`src/rtl/adc_seq_pkg.sv`:
```
package adc_seq_pkg;
  localparam int CHAN_W   = 5;
  localparam int DATA_W   = 12;
  localparam int SEL_W    = 2;
  localparam int PH_CNT_W = 5;
  localparam int MIN_RES  = 8;

  typedef enum logic [1:0] {
    SRC_BUS      = 2'd0,
    SRC_BUS_HALF = 2'd1,
    SRC_NONE     = 2'd2,
    SRC_ASYNC    = 2'd3
  } clk_src_e;

  typedef enum logic [1:0] {
    PH_IDLE    = 2'd0,
    PH_SAMPLE  = 2'd1,
    PH_CONVERT = 2'd2
  } phase_e;

  typedef struct packed {
    clk_src_e         src;
    logic [SEL_W-1:0] div;
    logic             long_smp;
    logic [SEL_W-1:0] smp;
    logic [1:0]       res;
    logic             cont;
  } cfg_t;
endpackage

```
`src/rtl/adc_clk_prescaler.sv`:
```
module adc_clk_prescaler
  import adc_seq_pkg::*;
#(
  parameter int DIV_SEL_W = SEL_W
) (
  input  logic                 clk_i,
  input  logic                 rst_ni,
  input  logic                 clr_i,
  input  clk_src_e             src_i,
  input  logic [DIV_SEL_W-1:0] div_i,
  input  logic                 async_tick_i,
  output logic                 tick_o
);
  localparam int CNT_W = (1 << DIV_SEL_W) - 1;

  logic             half_q;
  logic [CNT_W-1:0] div_cnt_q;
  logic [CNT_W-1:0] div_lim;
  logic             src_tick;

  assign div_lim = CNT_W'((1 << div_i) - 1);

  always_comb begin
    unique case (src_i)
      SRC_BUS:      src_tick = 1'b1;
      SRC_BUS_HALF: src_tick = half_q;
      SRC_ASYNC:    src_tick = async_tick_i;
      default:      src_tick = 1'b0;
    endcase
  end

  always_ff @(posedge clk_i or negedge rst_ni) begin
    if (!rst_ni) begin
      half_q    <= 1'b0;
      div_cnt_q <= '0;
    end else if (clr_i) begin
      half_q    <= 1'b0;
      div_cnt_q <= '0;
    end else begin
      half_q <= ~half_q;
      if (src_tick) begin
        div_cnt_q <= (div_cnt_q == div_lim) ? '0 : div_cnt_q + 1'b1;
      end
    end
  end

  assign tick_o = ~clr_i & src_tick & (div_cnt_q == div_lim);
endmodule

```
`src/rtl/adc_phase_len.sv`:
```
module adc_phase_len
  import adc_seq_pkg::*;
#(
  parameter int SMP_SEL_W = SEL_W,
  parameter int CNT_W     = PH_CNT_W,
  parameter int RES_W     = DATA_W,
  parameter int RES_MIN   = MIN_RES,
  parameter int RB_W      = $clog2(RES_W + 1)
) (
  input  logic                 long_i,
  input  logic [SMP_SEL_W-1:0] smp_i,
  input  logic [1:0]           res_i,
  output logic [CNT_W-1:0]     smp_len_o,
  output logic [CNT_W-1:0]     conv_len_o,
  output logic [RB_W-1:0]      res_bits_o
);
  localparam int SHORT_STEP = 2;
  localparam int LONG_BASE  = 12;
  localparam int LONG_STEP  = 4;
  localparam int RES_STEP   = 2;

  int sel_v;
  int bits_v;

  always_comb begin
    sel_v = int'(smp_i);
    if (long_i) smp_len_o = CNT_W'(LONG_BASE + LONG_STEP * sel_v);
    else        smp_len_o = CNT_W'(SHORT_STEP * (sel_v + 1));
    bits_v = RES_MIN + RES_STEP * int'(res_i);
    if (bits_v > RES_W) bits_v = RES_W;
    res_bits_o = RB_W'(bits_v);
    conv_len_o = CNT_W'(bits_v + 1);
  end
endmodule

```
`src/rtl/adc_result_fmt.sv`:
```
module adc_result_fmt
  import adc_seq_pkg::*;
#(
  parameter int RES_W = DATA_W,
  parameter int RB_W  = $clog2(RES_W + 1)
) (
  input  logic [RES_W-1:0] raw_i,
  input  logic [RB_W-1:0]  bits_i,
  output logic [RES_W-1:0] data_o
);
  for (genvar g = 0; g < RES_W; g++) begin : g_bit
    assign data_o[g] = raw_i[g] & (RB_W'(g) < bits_i);
  end
endmodule

```
`src/rtl/adc_seq_ctrl.sv`:
```
module adc_seq_ctrl
  import adc_seq_pkg::*;
#(
  parameter int CH_W  = CHAN_W,
  parameter int RES_W = DATA_W,
  parameter int CNT_W = PH_CNT_W
) (
  input  logic             clk_i,
  input  logic             rst_ni,
  input  logic             async_tick_i,
  input  logic             cfg_we_i,
  input  logic [1:0]       cfg_src_i,
  input  logic [1:0]       cfg_div_i,
  input  logic             cfg_long_i,
  input  logic [1:0]       cfg_smp_i,
  input  logic [1:0]       cfg_res_i,
  input  logic             cfg_cont_i,
  input  logic             ctrl_we_i,
  input  logic [CH_W-1:0]  chan_i,
  input  logic [RES_W-1:0] core_data_i,
  output logic [CH_W-1:0]  chan_o,
  output logic             sample_o,
  output logic             convert_o,
  output logic             active_o,
  output logic             done_o,
  output logic [RES_W-1:0] result_o
);
  localparam int               RB_W   = $clog2(RES_W + 1);
  localparam logic [CH_W-1:0]  CH_OFF = '1;

  cfg_t             cfg_q;
  phase_e           ph_q;
  logic [CNT_W-1:0] cnt_q;
  logic [CH_W-1:0]  chan_q;
  logic [RES_W-1:0] result_q;
  logic             done_q;

  logic             start, stop, clr, tick;
  logic [CNT_W-1:0] smp_len, conv_len;
  logic [RB_W-1:0]  res_bits;
  logic [RES_W-1:0] masked;

  assign start = ctrl_we_i & (chan_i != CH_OFF);
  assign stop  = ctrl_we_i & (chan_i == CH_OFF);
  assign clr   = (ph_q == PH_IDLE) | ctrl_we_i;

  always_ff @(posedge clk_i or negedge rst_ni) begin
    if (!rst_ni) begin
      cfg_q <= '{src: SRC_BUS, div: '0, long_smp: 1'b0, smp: '0, res: '0, cont: 1'b0};
    end else if (cfg_we_i) begin
      cfg_q <= '{src: clk_src_e'(cfg_src_i), div: cfg_div_i, long_smp: cfg_long_i,
                 smp: cfg_smp_i, res: cfg_res_i, cont: cfg_cont_i};
    end
  end

  adc_clk_prescaler #(.DIV_SEL_W(SEL_W)) u_presc (
    .clk_i       (clk_i),
    .rst_ni      (rst_ni),
    .clr_i       (clr),
    .src_i       (cfg_q.src),
    .div_i       (cfg_q.div),
    .async_tick_i(async_tick_i),
    .tick_o      (tick)
  );

  adc_phase_len #(.SMP_SEL_W(SEL_W), .CNT_W(CNT_W), .RES_W(RES_W), .RES_MIN(MIN_RES), .RB_W(RB_W)) u_len (
    .long_i    (cfg_q.long_smp),
    .smp_i     (cfg_q.smp),
    .res_i     (cfg_q.res),
    .smp_len_o (smp_len),
    .conv_len_o(conv_len),
    .res_bits_o(res_bits)
  );

  adc_result_fmt #(.RES_W(RES_W), .RB_W(RB_W)) u_fmt (
    .raw_i (core_data_i),
    .bits_i(res_bits),
    .data_o(masked)
  );

  always_ff @(posedge clk_i or negedge rst_ni) begin
    if (!rst_ni) begin
      ph_q     <= PH_IDLE;
      cnt_q    <= '0;
      chan_q   <= '0;
      result_q <= '0;
      done_q   <= 1'b0;
    end else begin
      done_q <= 1'b0;
      if (stop) begin
        ph_q  <= PH_IDLE;
        cnt_q <= '0;
      end else if (start) begin
        ph_q   <= PH_SAMPLE;
        cnt_q  <= '0;
        chan_q <= chan_i;
      end else if (tick) begin
        unique case (ph_q)
          PH_SAMPLE: begin
            if (cnt_q == smp_len - 1'b1) begin
              ph_q  <= PH_CONVERT;
              cnt_q <= '0;
            end else begin
              cnt_q <= cnt_q + 1'b1;
            end
          end
          PH_CONVERT: begin
            if (cnt_q == conv_len - 1'b1) begin
              result_q <= masked;
              done_q   <= 1'b1;
              ph_q     <= cfg_q.cont ? PH_SAMPLE : PH_IDLE;
              cnt_q    <= '0;
            end else begin
              cnt_q <= cnt_q + 1'b1;
            end
          end
          default: cnt_q <= '0;
        endcase
      end
    end
  end

  assign chan_o    = chan_q;
  assign sample_o  = (ph_q == PH_SAMPLE);
  assign convert_o = (ph_q == PH_CONVERT);
  assign active_o  = (ph_q != PH_IDLE);
  assign done_o    = done_q;
  assign result_o  = result_q;
endmodule

```
`config.mk`:
```
export PLATFORM = sky130hd
export DESIGN_NAME = adc_seq_ctrl
export DESIGN_NICKNAME = d
export VERILOG_FILES = /design/src/rtl/adc_seq_pkg.sv /design/src/rtl/adc_clk_prescaler.sv /design/src/rtl/adc_phase_len.sv /design/src/rtl/adc_result_fmt.sv /design/src/rtl/adc_seq_ctrl.sv
export SDC_FILE = /design/constraint.sdc
export NUM_CORES = 1
export LEC_CHECK = 0
export BUFFER_PORTS_ARGS = -buffer_cell sky130_fd_sc_hd__buf_2
export CORE_ASPECT_RATIO = 1.25
export CORE_UTILIZATION = 40
export DETAILED_ROUTE_END_ITERATION = 8
export GPL_TIMING_DRIVEN = 0
export PLACE_DENSITY = 0.69
export SETUP_SLACK_MARGIN = 0.4
export SLEW_MARGIN = 20
export SYNTH_ARGS = -nofsm -noshare
export SYNTH_HDL_FRONTEND = slang
export SYNTH_SLANG_ARGS = --single-unit
```
`constraint.sdc`:
```
create_clock -name clk_i -period 2.4 [get_ports clk_i]
set_clock_uncertainty 0.1 [all_clocks]
set_input_delay 0.36 -clock clk_i [delete_from_list [all_inputs] [get_ports clk_i]]
set_output_delay 0.36 -clock clk_i [all_outputs]
set_load 0.05 [all_outputs]
```
==> impl_metrics.csv, run 1 <==
group,metric,value,unit
place,detailed_place_hpwl,2.775,mm
floorplan,num_io_pins,53,
clocking,root_buffer,"sky130_fd_sc_hd__clkbuf_8",
clocking,worst_skew_pair.late_latency,0.30,ns
yosys,synth_edf_count,0,
clocking,worst_setup_hold_path_clk_slew,0.07,ns
timing,max_slew.worst_pin.slew,0.8687,ns
floorplan,core_footprint,4527,sq um
yosys,synthCells,165,
timing,final_max_slew_viol_count,0,
pwr,switching_power,0.4104,mW
timing,timing.hold.ws,0.07665,ns
timing,maxClockFrequency,514.6,MHz
global_routing,groute.usage.overall,17.08,%
worst_setup_path,r2r-end,"ph_q[0]",
worst_setup_path,data_required_time_at_the_worst_endpoint,2.48,ns
worst_setup_path,crit_path_max_fanout,6,
yosys,synth_top_cells_by_area,"sky130_fd_sc_hd__dfrtp_1, sky130_fd_sc_hd__mux2_2, sky130_fd_sc_hd__ha_1",
worst_setup_path,worst-endpoint-arrival,2.03,ns
yosys,yosys.cell_types.count,39,
yosys,synth_fp_nets,202,
detailed_routing,drt_first_iter_violations,41,
clocking,tritoncts.num_buffers,5,
clocking,tritoncts,"built",
pwr,vdd_ir_drop_max,0.4073,mV
cells_and_area,multi_input_area,932.1,sq um
worst_setup_path,cp-end-kind,"register",
detailed_routing,drc_violation_count_after_routing,0,
yosys,ys_warn_count,0,
worst_setup_path,worst-path-buf-inv,2,
detailed_routing,post_drt_wl_per_cell,13.72,microns
worst_setup_path,rr_startpoint,"ph_q[0]",
timing,setup-violations-final,0,
worst_setup_path,critical-path-max-stage-delay,0.37,ns
pwr,p_int,1.139,mW
pwr,power.share.switching,26.48,%
place,gp_congestion,0.8181,
detailed_routing,wl_met1,1.721,mm
yosys,synth-main-ff-cell,"sky130_fd_sc_hd__dfrtp_1",
cells_and_area,num-nets-final,270,
cells_and_area,antenna_cells_inserted,0,
floorplan,chip_height,79.75,microns
yosys,avgSynthCellArea,11.72,sq um
global_routing,number_of_global_route_vias_before_repair,1395,
cells_and_area,final_layout_size_suffix_gt1_share,49.57,%
pwr,p_leak,1.242,nW
timing,slew_headroom,42.08,%
worst_setup_path,crit_type,"register to register",
detailed_routing,drt-vias-per-instance,5.034,
timing,post-route-worst-setup-slack,0.4569,ns
detailed_routing,post_route_wl,4.007,mm
detailed_routing,detailedRoute.firstPassIterationCount,4,
worst_setup_path,crit_chain,"inv_2, ha_4, nor4_4, a21boi_4, buf_6, a41oi_2, mux2_4",
clocking,h-tree-depth,2,
detailed_routing,dr_total_vias,1470,
pwr,power.sequential.fraction,46.2,%
cells_and_area,syn2layout_area_growth,31.37,%
detailed_routing,drtAntennaViolNets,0,
yosys,yosys.area.top_type,"sky130_fd_sc_hd__dfrtp_1",
global_routing,grt_pass1_wl,6.596,mm
worst_setup_path,ff2ff_setup_slack,0.46,ns
global_routing,grt_antenna_before_repair,0,
detailed_routing,met3RoutedLength,140,microns
detailed_routing,top_layer_used,"met4",
worst_setup_path,reg2regPathDepth,7,
place,dpl_worst_slack,0.2244,ns
worst_setup_path,crit_path_top_delay_cell,"sky130_fd_sc_hd__dfrtp_1",
yosys,post-synth-top-area-fraction,50.45,%
pwr,combinationalPowerShare,16.4,%
timing,rsz0062_at_grt,"no",
floorplan,initial_utilization,42.73,%
yosys,postSynth.asyncResetShare,100.0,%
yosys,synth_commonest_cells,"sky130_fd_sc_hd__dfrtp_1, sky130_fd_sc_hd__mux2_2, sky130_fd_sc_hd__nand2_1",
yosys,synth-seq-cells,39,
flow_run,max_cap_viol_count,0,
timing,timing.final.hold_violations,0,
yosys,mappedNetlistArea,1934,sq um
detailed_routing,dr_wl_met2,2.063,mm
global_routing,grt_max_degree,40,
floorplan,floorplan_row_count,27,
yosys,synth_seq_area_share,50.45,%
yosys,post-synth-top-count-cell,"sky130_fd_sc_hd__dfrtp_1",
clocking,holdBufCountCts,0,
global_routing,globalRouteOverflowTotal,0,
timing,setup_tns,0,ns
pwr,power.density_cell_area,609.8,nW/um^2
clocking,clock_sink_count,39,
cells_and_area,sequential_cell_area,978.4,sq um
timing,fin_crit_sh,80.96,%
floorplan,chipWidth,64.20,microns
status,run_status,"complete, no violations",
worst_setup_path,timing.critical_path.max_delay_family,"compound AO/OA/AOI/OAI gates",
timing,finalCriticalPeriod,1.943,ns
clocking,cts.path.max_buffers,2,
hold_path,worst_hold_path_type,"input pin to asynchronous set/reset pin",
floorplan,fp.dieArea,5120,sq um
place,placement.io_buffers,51,
pwr,power_frac_clock,37.4,%
worst_setup_path,worstSetupStartpointType,"register",
cells_and_area,fillCellCount,411,
==> routing by layer <==
layer  GRT usage, %  vias up
li1               -      722
met1          21.49      711
met2          28.62       29
met3          3.143        8
met4          7.333        0
met5              0        -
==> cell type report <==
type | count | share of cell area (%)
clock buffer | 6 | 3.250
timing repair buffer | 61 | 13.49
inverter | 9 | 1.329
buffer | 7 | 2.363
sequential | 39 | 38.50
tap | 58 | 2.856
clock inverter | 2 | 1.526
multi-input combinational | 110 | 36.68
==> power groups by stage <==
stage	Sequential (mW)	Combinational [mW]	Clock, mW
3_3_place_gp	0.727	0.230	0
5_1_grt	0.721	0.279	0.617
3_5_place_dp	0.728	0.232	0
4_1_cts	0.714	0.242	0.596
6_report	0.716	0.255	0.579
2_1_floorplan	0.754	0.132	0
==> sequential cells by signal, summed over array words and instances (netlist names) <==
register,flops
chan_o,5
u_presc.div_cnt_q,3
done_o,1
cnt_q,5
cfg_q,10
ph_q,2
result_o,12
u_presc.half_q,1
==> metrics by stage <==
step                utilization, %  total power [mW]  cell area, sq um  std cells
finish                       56.14             1.550              2541        292
global route                 56.14             1.618              2541        292
CTS                          53.54             1.552              2424        285
detailed placement           50.03            0.9600              2265        274
global placement             50.03            0.9567              2265        274
floorplan                        -            0.8855              1937        165
==> logic make-up (layout without fill, tap and decap cells) <==
logic type      Yosys count  count (layout)  synth area share (%)
compound gates           32              32                 11.32
flops                    39              39                 50.45
mux                      26              26                 15.33
fa+ha+maj                 5               5                 3.234
buf+inv                  16              85                 4.851
simple gates             41              41                 12.10
xor+xnor                  6               6                 2.717
==> cell usage in the layout, fill, tap and decap left out, types with 3 or more instances in the layout <==
| cell | instances |
|---|---|
| sky130_fd_sc_hd__nand2_1 | 14 |
| sky130_fd_sc_hd__a21oi_1 | 4 |
| sky130_fd_sc_hd__buf_6 | 4 |
| sky130_fd_sc_hd__xor2_1 | 4 |
| sky130_fd_sc_hd__ha_1 | 3 |
| sky130_fd_sc_hd__o21ai_0 | 12 |
| sky130_fd_sc_hd__mux2i_1 | 3 |
| sky130_fd_sc_hd__nand3_1 | 3 |
| sky130_fd_sc_hd__mux2_2 | 21 |
| sky130_fd_sc_hd__buf_4 | 10 |
| sky130_fd_sc_hd__inv_1 | 7 |
| sky130_fd_sc_hd__buf_2 | 51 |
| sky130_fd_sc_hd__clkbuf_8 | 6 |
| sky130_fd_sc_hd__dfrtp_1 | 37 |
| sky130_fd_sc_hd__nor2_1 | 5 |
| sky130_fd_sc_hd__nor3_1 | 4 |
==> worst max-delay path by stage <==
stage,startpoint,end,slack [ns],cells past startpoint
after floorplan,ph_q[0],result_o[3],0.41,7
after global placement,ph_q[0],result_o[3],0.24,7
after detailed placement,ph_q[0],result_o[3],0.22,7
after CTS,cnt_q[1],result_o[3],0.38,6
after global routing,ph_q[0],ph_q[0],0.40,7
final,ph_q[0],ph_q[0],0.46,7
==> repair_timing <==
action                     in CTS  in global routing
setup buffers                   3                  7
gates resized for setup         3                 11
setup endpoints to repair      16                 10
pin swaps                       1                  4
Note: power is estimated with default switching activity, not from simulation.
==> run 2, diff against run 1 <==
==> constraint.sdc (replaced) <==
create_clock -name clk_i -period 1.9 [get_ports clk_i]
set_clock_uncertainty 0.1 [all_clocks]
set_input_delay 0.285 -clock clk_i [delete_from_list [all_inputs] [get_ports clk_i]]
set_output_delay 0.285 -clock clk_i [all_outputs]
set_load 0.05 [all_outputs]
==> impl_metrics.csv, run 2 (synthesis gave the netlist of run 1 again) <==
group,metric,value,unit
timing,maxClockFrequency,515.6,MHz
clocking,cts.path.max_buffers,2,
detailed_routing,detailedRoute.firstPassIterationCount,4,
cells_and_area,layout.cells.most_common_list,"sky130_fd_sc_hd__buf_2, sky130_fd_sc_hd__dfrtp_1, sky130_fd_sc_hd__nand2_1, sky130_fd_sc_hd__mux2_2, sky130_fd_sc_hd__buf_4",
detailed_routing,dr_total_vias,1489,
detailed_routing,post_route_wl,4.002,mm
flow_run,max_cap_viol_count,0,
global_routing,number_of_global_route_vias_before_repair,1456,
clocking,worst_setup_hold_path_clk_slew,0.08,ns
worst_setup_path,reg2regPathDepth,7,
clocking,tritoncts,"built",
cells_and_area,stdcell_area,2628,sq um
timing,rsz0062_at_grt,"yes",
cells_and_area,number_of_flip_flops_in_the_largest_register,12,
place,dpl_worst_slack,-0.1833,ns
status,run_status,"finished with violations",
detailed_routing,drtAntennaViolNets,0,
cells_and_area,num-nets-final,276,
hold_path,worst_hold_path_type,"input pin to asynchronous set/reset pin",
worst_setup_path,cp-end-kind,"register",
detailed_routing,post_drt_wl_per_cell,13.43,microns
worst_setup_path,timing.critical_path.max_delay_family,"flip-flops",
worst_setup_path,worst-endpoint-arrival,2.02,ns
cells_and_area,post_layout_nonfiller_instances,298,
worst_setup_path,critical-path-max-stage-delay,0.37,ns
place,gp_congestion,0.7722,
pwr,p_leak,1.291,nW
detailed_routing,drc_violation_count_after_routing,0,
clocking,worst_skew_pair.late_latency,0.30,ns
pwr,power.density_cell_area,742.3,nW/um^2
timing,setup_tns,-0.07823,ns
worst_setup_path,worst-path-buf-inv,2,
worst_setup_path,crit_path_max_fanout,7,
floorplan,core_footprint,4527,sq um
place,placement.io_buffers,51,
cells_and_area,antenna_cells_inserted,0,
timing,post-route-worst-setup-slack,-0.03939,ns
worst_setup_path,crit_path_top_delay_cell,"sky130_fd_sc_hd__dfrtp_1",
timing,fin_crit_sh,102.1,%
worst_setup_path,data_required_time_at_the_worst_endpoint,1.98,ns
floorplan,fp.dieArea,5120,sq um
worst_setup_path,rr_startpoint,"ph_q[1]",
global_routing,globalRouteOverflowTotal,0,
worst_setup_path,r2r-end,"ph_q[0]",
place,detailed_place.area,2293,sq um
place,dp_cells,274,
clocking,h-tree-depth,2,
floorplan,initial_utilization,42.73,%
timing,finalCriticalPeriod,1.939,ns
floorplan,chipWidth,64.20,microns
worst_setup_path,ff2ff_setup_slack,-0.04,ns
timing,max_slew.worst_pin.slew,0.8645,ns
floorplan,floorplan_row_count,27,
timing,timing.hold.ws,-0.003123,ns
floorplan,num_io_pins,53,
cells_and_area,syn2layout_area_growth,35.83,%
worst_setup_path,crit_type,"register to register",
detailed_routing,drt-vias-per-instance,4.997,
place,detailed_place_hpwl,2.732,mm
cells_and_area,final_layout_size_suffix_gt1_share,50.83,%
status,failed_checks,"hold timing, setup timing",
timing,slew_headroom,42.37,%
global_routing,grt_antenna_before_repair,0,
pwr,total_power,1.950,mW
worst_setup_path,worstSetupStartpointType,"register",
clocking,tritoncts.num_buffers,5,
clocking,clock_sink_count,39,
global_routing,grt_pass1_wl,6.486,mm
floorplan,chip_height,79.75,microns
timing,final_max_slew_viol_count,0,
timing,setup-violations-final,4,
cells_and_area,finish.utilization,58.04,%
pwr,vdd_ir_drop_max,0.5424,mV
worst_setup_path,crit_chain,"inv_2, ha_4, nor4_4, a21boi_4, buf_6, a41oi_2, mux2_4",
global_routing,grt_max_degree,40,
detailed_routing,drt_first_iter_violations,61,
timing,timing.final.hold_violations,3,
global_routing,groute.usage.overall,16.64,%
clocking,root_buffer,"sky130_fd_sc_hd__clkbuf_8",
cells_and_area,leading_cell_type_in_the_layout_fill_and_taps_excluded,"sky130_fd_sc_hd__buf_2",
[run 2: cell types whose count changed in the layout (fill, tap and decap cells not counted), moves of 2 or more]
cell | previous run | this run
sky130_fd_sc_hd__inv_2 | 2 | 4
sky130_fd_sc_hd__inv_1 | 7 | 4
sky130_fd_sc_hd__mux2_4 | 2 | 9
sky130_fd_sc_hd__buf_2 | 51 | 48
sky130_fd_sc_hd__o21ai_0 | 12 | 6
sky130_fd_sc_hd__buf_4 | 10 | 12
sky130_fd_sc_hd__buf_6 | 4 | 10
sky130_fd_sc_hd__o21ai_1 | 2 | 8
sky130_fd_sc_hd__mux2_2 | 21 | 14
sky130_fd_sc_hd__buf_8 | 0 | 2
[run 2: metal layers]
metal	vias up	part of all wire [%]	track usage, %
li1	735	-	-
met1	716	43	19.16
met2	29	51	28.72
met3	9	3.4	4.286
met4	0	2.3	7.778
met5	-	0	0
[run 2: worst register-to-register path: cells and delay by family (launching register included)]
kind	cells	cell delay, ns
DFF	1	0.37
buffers and inverters	2	0.23
and+or+nand+nor	1	0.27
adders and majority gates	1	0.17
AOI/OAI and AO/OA	2	0.37
muxes	1	0.32
[run 2: power by group]
part / total (mW) / leakage, nW / switching, mW / internal [mW]
Clock: 0.696 / 0.0581 / 0.305 / 0.391
Sequential: 0.901 / 0.506 / 0.0314 / 0.870
Combinational: 0.353 / 0.727 / 0.194 / 0.159
[run 2: layout make-up]
| cell class | instances | area (sq um) |
|---|---|---|
| Buffer | 7 | 60.06 |
| Clock buffer | 5 | 68.82 |
| Clock inverter | 3 | 43.79 |
| Fill cell | 395 | 1899 |
| Inverter | 9 | 36.28 |
| Multi-Input combinational cell | 110 | 948.4 |
| Sequential cell | 39 | 977.2 |
| Tap cell | 58 | 72.57 |
| Timing Repair Buffer | 67 | 420.4 |
[run 2: repair_timing]
action	in CTS	in global routing
setup endpoints to repair	25	26
gates resized for setup	31	2
pin swaps	11	4
hold buffers	0	0
setup buffers	13	3
[run 2: how the worst max path moves through the flow]
stage,startpoint,endpoint,slack (ns),depth (start not counted)
floorplan,ph_q[1],result_o[3],-0.02,7
global placement,ph_q[0],result_o[3],-0.17,7
detailed placement,ph_q[0],result_o[3],-0.18,7
CTS,ph_q[1],ph_q[0],-0.06,7
global route,ph_q[1],ph_q[0],-0.13,7
finish,ph_q[1],ph_q[0],-0.04,7
